$ cat src/rtl/gpio_regbank.sv
module gpio_regbank #(
  parameter int NPIN = 94,
  parameter int AW   = 12
) (
  input  logic              clk,
  input  logic              rst_n,
  input  logic              bus_wr,
  input  logic              bus_rd,
  input  logic [AW-1:0]     bus_addr,
  input  logic [31:0]       bus_wdata,
  output logic [31:0]       bus_rdata,
  input  logic [NPIN-1:0]   pad_in,
  output logic [NPIN-1:0]   pad_oe,
  output logic [NPIN-1:0]   pad_out,
  output logic [2*NPIN-1:0] pad_pull,
  output logic [NPIN-1:0]   pin_level,
  input  logic [NPIN-1:0]   irq_hit,
  output logic [NPIN-1:0]   irq_pend,
  output logic              irq_route
);

  localparam int NWORD = (NPIN + 31) / 32;
  localparam int WA    = AW - 2;
  localparam int BW    = NWORD * 32;
  localparam logic [WA-1:0] GCTL_W = WA'(31);
  localparam logic [WA-1:0] STAT_W = WA'(32);
  localparam logic [WA-1:0] EN_W   = WA'(36);
  localparam logic [WA-1:0] CFG_W  = WA'(64);

  logic [WA-1:0]   waddr;
  logic [NPIN-1:0] sync1_q, sync2_q;
  logic [BW-1:0]   own_v, stat_v, en_v;
  logic [31:0]     c1_rd [NPIN];
  logic [31:0]     c2_rd [NPIN];
  logic            route_q;
  logic [31:0]     rd_mux;
  logic            rd_hit;

  assign waddr     = bus_addr[AW-1:2];
  assign irq_route = route_q;

  always_ff @(posedge clk) begin
    if (!rst_n) begin
      sync1_q <= '0;
      sync2_q <= '0;
      route_q <= 1'b0;
    end else begin
      sync1_q <= pad_in;
      sync2_q <= sync1_q;
      if (bus_wr && waddr == GCTL_W) route_q <= bus_wdata[0];
    end
  end

  if (BW > NPIN) begin : g_pad
    assign own_v[BW-1:NPIN]  = '0;
    assign stat_v[BW-1:NPIN] = '0;
    assign en_v[BW-1:NPIN]   = '0;
  end

  for (genvar p = 0; p < NPIN; p++) begin : g_pin
    localparam int WD = p / 32;
    localparam int BT = p % 32;
    logic own_r, st_r, en_r, use_r, dir_r, out_r, sdis_r;
    logic [1:0] pull_r;
    logic w_own, w_st, w_en, w_c1, w_c2;

    assign w_own = bus_wr && waddr == WA'(WD);
    assign w_st  = bus_wr && waddr == STAT_W + WA'(WD);
    assign w_en  = bus_wr && waddr == EN_W + WA'(WD);
    assign w_c1  = bus_wr && waddr == CFG_W + WA'(2*p);
    assign w_c2  = bus_wr && waddr == CFG_W + WA'(2*p + 1);

    always_ff @(posedge clk) begin
      if (!rst_n) begin
        own_r  <= 1'b1;
        st_r   <= 1'b0;
        en_r   <= 1'b0;
        use_r  <= 1'b1;
        dir_r  <= 1'b1;
        out_r  <= 1'b0;
        sdis_r <= 1'b1;
        pull_r <= 2'b00;
      end else begin
        if (w_own) own_r <= bus_wdata[BT];
        if (w_en)  en_r  <= bus_wdata[BT];
        if (irq_hit[p])                st_r <= 1'b1;
        else if (w_st && bus_wdata[BT]) st_r <= 1'b0;
        if (w_c1) begin
          out_r <= bus_wdata[31];
          dir_r <= bus_wdata[2];
          use_r <= bus_wdata[0];
        end
        if (w_c2) begin
          sdis_r <= bus_wdata[2];
          pull_r <= bus_wdata[1:0];
        end
      end
    end

    assign own_v[p]        = own_r;
    assign stat_v[p]       = st_r;
    assign en_v[p]         = en_r;
    assign pad_oe[p]       = use_r & ~dir_r;
    assign pad_out[p]      = out_r & use_r & ~dir_r;
    assign pad_pull[2*p+:2] = pull_r;
    assign pin_level[p]    = sync2_q[p] & ~sdis_r;
    assign irq_pend[p]     = st_r & en_r;
    assign c1_rd[p] = {out_r, pin_level[p], 27'b0, dir_r, 1'b0, use_r};
    assign c2_rd[p] = {29'b0, sdis_r, pull_r};

    AST_OE_FOLLOWS_CFG: assert property (@(posedge clk) disable iff (!rst_n)
      w_c1 |=> pad_oe[p] == ($past(bus_wdata[0]) && !$past(bus_wdata[2])));
    AST_HIT_RAISES_PEND: assert property (@(posedge clk) disable iff (!rst_n)
      (irq_hit[p] && en_r && !w_en) |=> irq_pend[p]);
  end

  always_comb begin
    rd_mux = '0;
    rd_hit = 1'b0;
    for (int n = 0; n < NWORD; n++) begin
      if (waddr == WA'(n))          begin rd_mux = own_v[n*32+:32];  rd_hit = 1'b1; end
      if (waddr == STAT_W + WA'(n)) begin rd_mux = stat_v[n*32+:32]; rd_hit = 1'b1; end
      if (waddr == EN_W + WA'(n))   begin rd_mux = en_v[n*32+:32];   rd_hit = 1'b1; end
    end
    if (waddr == GCTL_W) begin rd_mux = {31'b0, route_q}; rd_hit = 1'b1; end
    for (int p = 0; p < NPIN; p++) begin
      if (waddr == CFG_W + WA'(2*p))     begin rd_mux = c1_rd[p]; rd_hit = 1'b1; end
      if (waddr == CFG_W + WA'(2*p + 1)) begin rd_mux = c2_rd[p]; rd_hit = 1'b1; end
    end
  end

  always_ff @(posedge clk) begin
    if (!rst_n)      bus_rdata <= '0;
    else if (bus_rd) bus_rdata <= rd_mux;
  end

  AST_MISS_READS_ZERO: assert property (@(posedge clk) disable iff (!rst_n)
    (bus_rd && !rd_hit) |=> bus_rdata == 32'h0);
  AST_RDATA_HOLDS: assert property (@(posedge clk) disable iff (!rst_n)
    !bus_rd |=> $stable(bus_rdata));
  AST_ROUTE_HOLDS: assert property (@(posedge clk) disable iff (!rst_n)
    !(bus_wr && waddr == GCTL_W) |=> $stable(irq_route));

endmodule

$ cat config.mk
export PLATFORM = sky130hd
export DESIGN_NAME = gpio_regbank
export DESIGN_NICKNAME = d
export VERILOG_FILES = /design/src/rtl/gpio_regbank.sv
export SDC_FILE = /design/constraint.sdc
export NUM_CORES = 2
export LEC_CHECK = 0
export ABC_AREA = 1
export BUFFER_PORTS_ARGS = -buffer_cell sky130_fd_sc_hd__buf_2
export CORE_ASPECT_RATIO = 1.25
export CORE_MARGIN = 5
export CORE_UTILIZATION = 40
export CTS_BUF_LIST = sky130_fd_sc_hd__clkbuf_8
export DETAILED_ROUTE_END_ITERATION = 8
export SYNTH_ARGS = -nofsm -noshare
export SYNTH_HDL_FRONTEND = slang
export SYNTH_SLANG_ARGS = --single-unit
$ cat constraint.sdc
create_clock -name clk -period 12.1 [get_ports clk]
set_input_delay 1.21 -clock clk [delete_from_list [all_inputs] [get_ports clk]]
set_output_delay 1.21 -clock clk [all_outputs]
set_load 0.03 [all_outputs]
==> impl_metrics.env <==
export IMPL_vias_per_cell=5.43
export IMPL_via_count=49500
export IMPL_hpwl_microns=161000
export IMPL_cts_tree="built"
export IMPL_cts_hold_buffers_added=0
export IMPL_crit_fanout=10
export IMPL_finalCriticalPeriod_ps=10920
export IMPL_dp_cells=8784
export IMPL_die_h_microns=395
export IMPL_worstPathRequired_ps=12850
export IMPL_start_util=0.402
export IMPL_grt_first_pass_wirelength_microns=317000
export IMPL_ys_async_sr_fraction=0
export IMPL_relSlewSlack=0.0906
export IMPL_status="completed"
export IMPL_clock_sinks=1067
export IMPL_synthTopCellsByArea="dfxtp_1, nand2_1, inv_1"
export IMPL_drtAntennaViolNets=0
export IMPL_critPathBufInv=3
export IMPL_cts_buffers_inserted=174
export IMPL_p_total_mw=7.28
export IMPL_drive_gt1_frac=0.173
export IMPL_worstMarginPinSlew_ps=1360
export IMPL_synth_compound_area_share=0.218
export IMPL_synth_top_area_frac=0.451
export IMPL_drt_met1_wl_microns=83600
export IMPL_grt_pass1_vias=46900
export IMPL_final_hold_violation_count=0
export IMPL_rsz0062_at_grt="no"
export IMPL_crit_path_frequent_cell="nand3_1"
export IMPL_yosys_area_top_type="dfxtp_1"
export IMPL_firstDrtPassIters=6
export IMPL_finClkSkew_ps=33.8
export IMPL_synth_top_family_by_area="compound AO/OA/AOI/OAI gates"
export IMPL_instances_no_fill=9109
export IMPL_drv_cap=0
export IMPL_syn2layout_area_growth_pct=18.7
export IMPL_synthSimpleGateAreaFrac=0.203
export IMPL_slew_violations=0
export IMPL_setup_violations=0
export IMPL_cp_arrival_ps=11670
export IMPL_grt_remaining_overflow=0
export IMPL_synth_adder_area_share=0
export IMPL_die_x_microns=318
export IMPL_cp_top_family="compound AO/OA/AOI/OAI gates"
export IMPL_clk_pin_slew_ps=60
export IMPL_grtUsageTotal=0.336
export IMPL_dr_wl_met2_microns=104000
export IMPL_insertion_delay_ps=910
export IMPL_port_buffers=830
export IMPL_synth_xor_area_frac=0
export IMPL_cp_end_kind="flip-flop"
export IMPL_yosys_warnings=0
export IMPL_wire_per_inst_microns=24.5
export IMPL_boundaryPins=833
export IMPL_p_per_area_nw_per_um2=129
export IMPL_criticalPathCategory="in2reg"
export IMPL_ys_ff_latch=1067
export IMPL_place_gp_congestion=0.944
export IMPL_drtIter0Drc=4953
export IMPL_dr_wl_met3_microns=19800
export IMPL_slowest_delay_ps=330
export IMPL_cts_resized=0
export IMPL_ctsHtreeMaxLevel=4
export IMPL_hold_path_class="reg2reg"
export IMPL_utilization=0.477
export IMPL_synth_edf_count=0
export IMPL_syn_area_per_cell_sq_um=7.15
export IMPL_root_buffer="clkbuf_8"
export IMPL_start_kind="input port"
export IMPL_yosysMostFrequentCell="nand2_1"
export IMPL_synth_mux_area_frac=0.000422
export IMPL_vdd_ir_drop_max_mv=0.104
export IMPL_fmax_mhz=91.6
export IMPL_highest_layer="met5"
export IMPL_die_area_sq_um=126000
export IMPL_yosysSeqAreaShare=0.451
export IMPL_min_period_over_period=0.902
export IMPL_wl_microns=223000
export IMPL_core_sq_um=118000
export IMPL_synthCells=6627
export IMPL_fillCellCount=12300
export IMPL_ys_flop_type="dfxtp_1"
export IMPL_post_cts_setup_buffer_count=0
export IMPL_netlist_area_sq_um=47400
export IMPL_rows=141
export IMPL_synth_cell_types=52
export IMPL_r2r_slack_ps=1840
export IMPL_num_nets_final=7623
export IMPL_synth_nets=6863
export IMPL_cp_slowest_cell="a221oi_1"
export IMPL_tns_ps=0
export IMPL_p_leak_nw=27.9
export IMPL_grt_max_degree=214
export IMPL_cts_buffer_depth=3
export IMPL_antenna_found_initial=23
export IMPL_remaining_drc_errors=0
export IMPL_synth_common_cells="nand2_1, inv_1, dfxtp_1"
[worst min-delay path, stage by stage, from the launching register on]
cell,delay (ps)
dfxtp_1,310
nand2_1,50
inv_1,40
[through the flow]
step	area [sq um]	setup slack, ps	hold WS, ps
floorplan	47400	3300	390
global placement	52600	443	393
detailed placement	52600	474	395
CTS	56200	1390	382
global route	56200	464	426
finish	56300	1180	399
[registers in the layout, indices dropped and copies added (netlist names)]
name / flops
bus_rdata: 32
g_pin.dir_r: 94
g_pin.en_r: 94
g_pin.out_r: 94
g_pin.own_r: 94
g_pin.pull_r: 188
g_pin.sdis_r: 94
g_pin.st_r: 94
g_pin.use_r: 94
irq_route: 1
sync1_q: 94
sync2_q: 94
[where the power goes]
part | internal, mW | switching (mW) | leakage, nW | total [mW]
clock network | 1.76 | 1.54 | 2.09 | 3.30
registers | 3.57 | 0.0304 | 8.68 | 3.60
logic | 0.0911 | 0.288 | 17.1 | 0.380
[kinds of logic after synthesis]
kind of cell | count (synthesis)
flip-flops | 1067
multiplexers | 2
AO/OA/AOI/OAI | 1709
buffers and inverters | 1498
AND/OR/NAND/NOR | 2351
[final cells by class]
class                           count  area (sq um)  area share
Antenna cell                       11          27.5    0.000489
Clock buffer                      227          3120      0.0555
Clock inverter                     87           509     0.00905
Inverter                         1164          4390      0.0780
Multi-Input combinational cell   4062         20000       0.356
Sequential cell                  1067         21400       0.380
Tap cell                         1573          1970      0.0350
Timing Repair Buffer              918          4860      0.0864
[routing by layer]
layer,global-route usage,up-vias
li1,-,23100
met1,0.388,23300
met2,0.559,2455
met3,0.0833,599
met4,0.211,8
met5,0,-
[cell usage in the layout (no fill, tap or decap), types with 4 or more instances in the layout]
master	count
o21ai_0	536
nor4_1	12
inv_6	4
clkbuf_8	227
a211oi_1	14
diode_2	11
nor3_1	154
inv_4	6
inv_2	23
o2111ai_1	36
nand2_1	1364
inv_1	1189
a221oi_2	36
nor3_2	4
buf_2	826
bufinv_16	4
clkinv_2	13
dfxtp_1	1067
clkinvlp_4	5
a21oi_2	6
nand3_1	92
a21oi_1	609
nand2_2	15
o221ai_1	4
a221oi_1	19
nor2_1	557
nand4_1	116
clkinv_1	4
nor2_4	9
o211ai_1	413
o21ai_1	11
buf_4	88
or2_2	11
a211o_1	5
nor2_2	10
[path summary, 6_finish.rpt]
| check | end | start | cells after the start |
|---|---|---|---|
| max | bus_rdata[30] | bus_addr[7] | 59 |
| min | sync2_q[59] | sync1_q[59] | 2 |
| max reg2reg | bus_rdata[30] | g_pin[30].st_r | 54 |
| min reg2reg | sync2_q[59] | sync1_q[59] | 2 |
(Power assumes the default switching activity.)
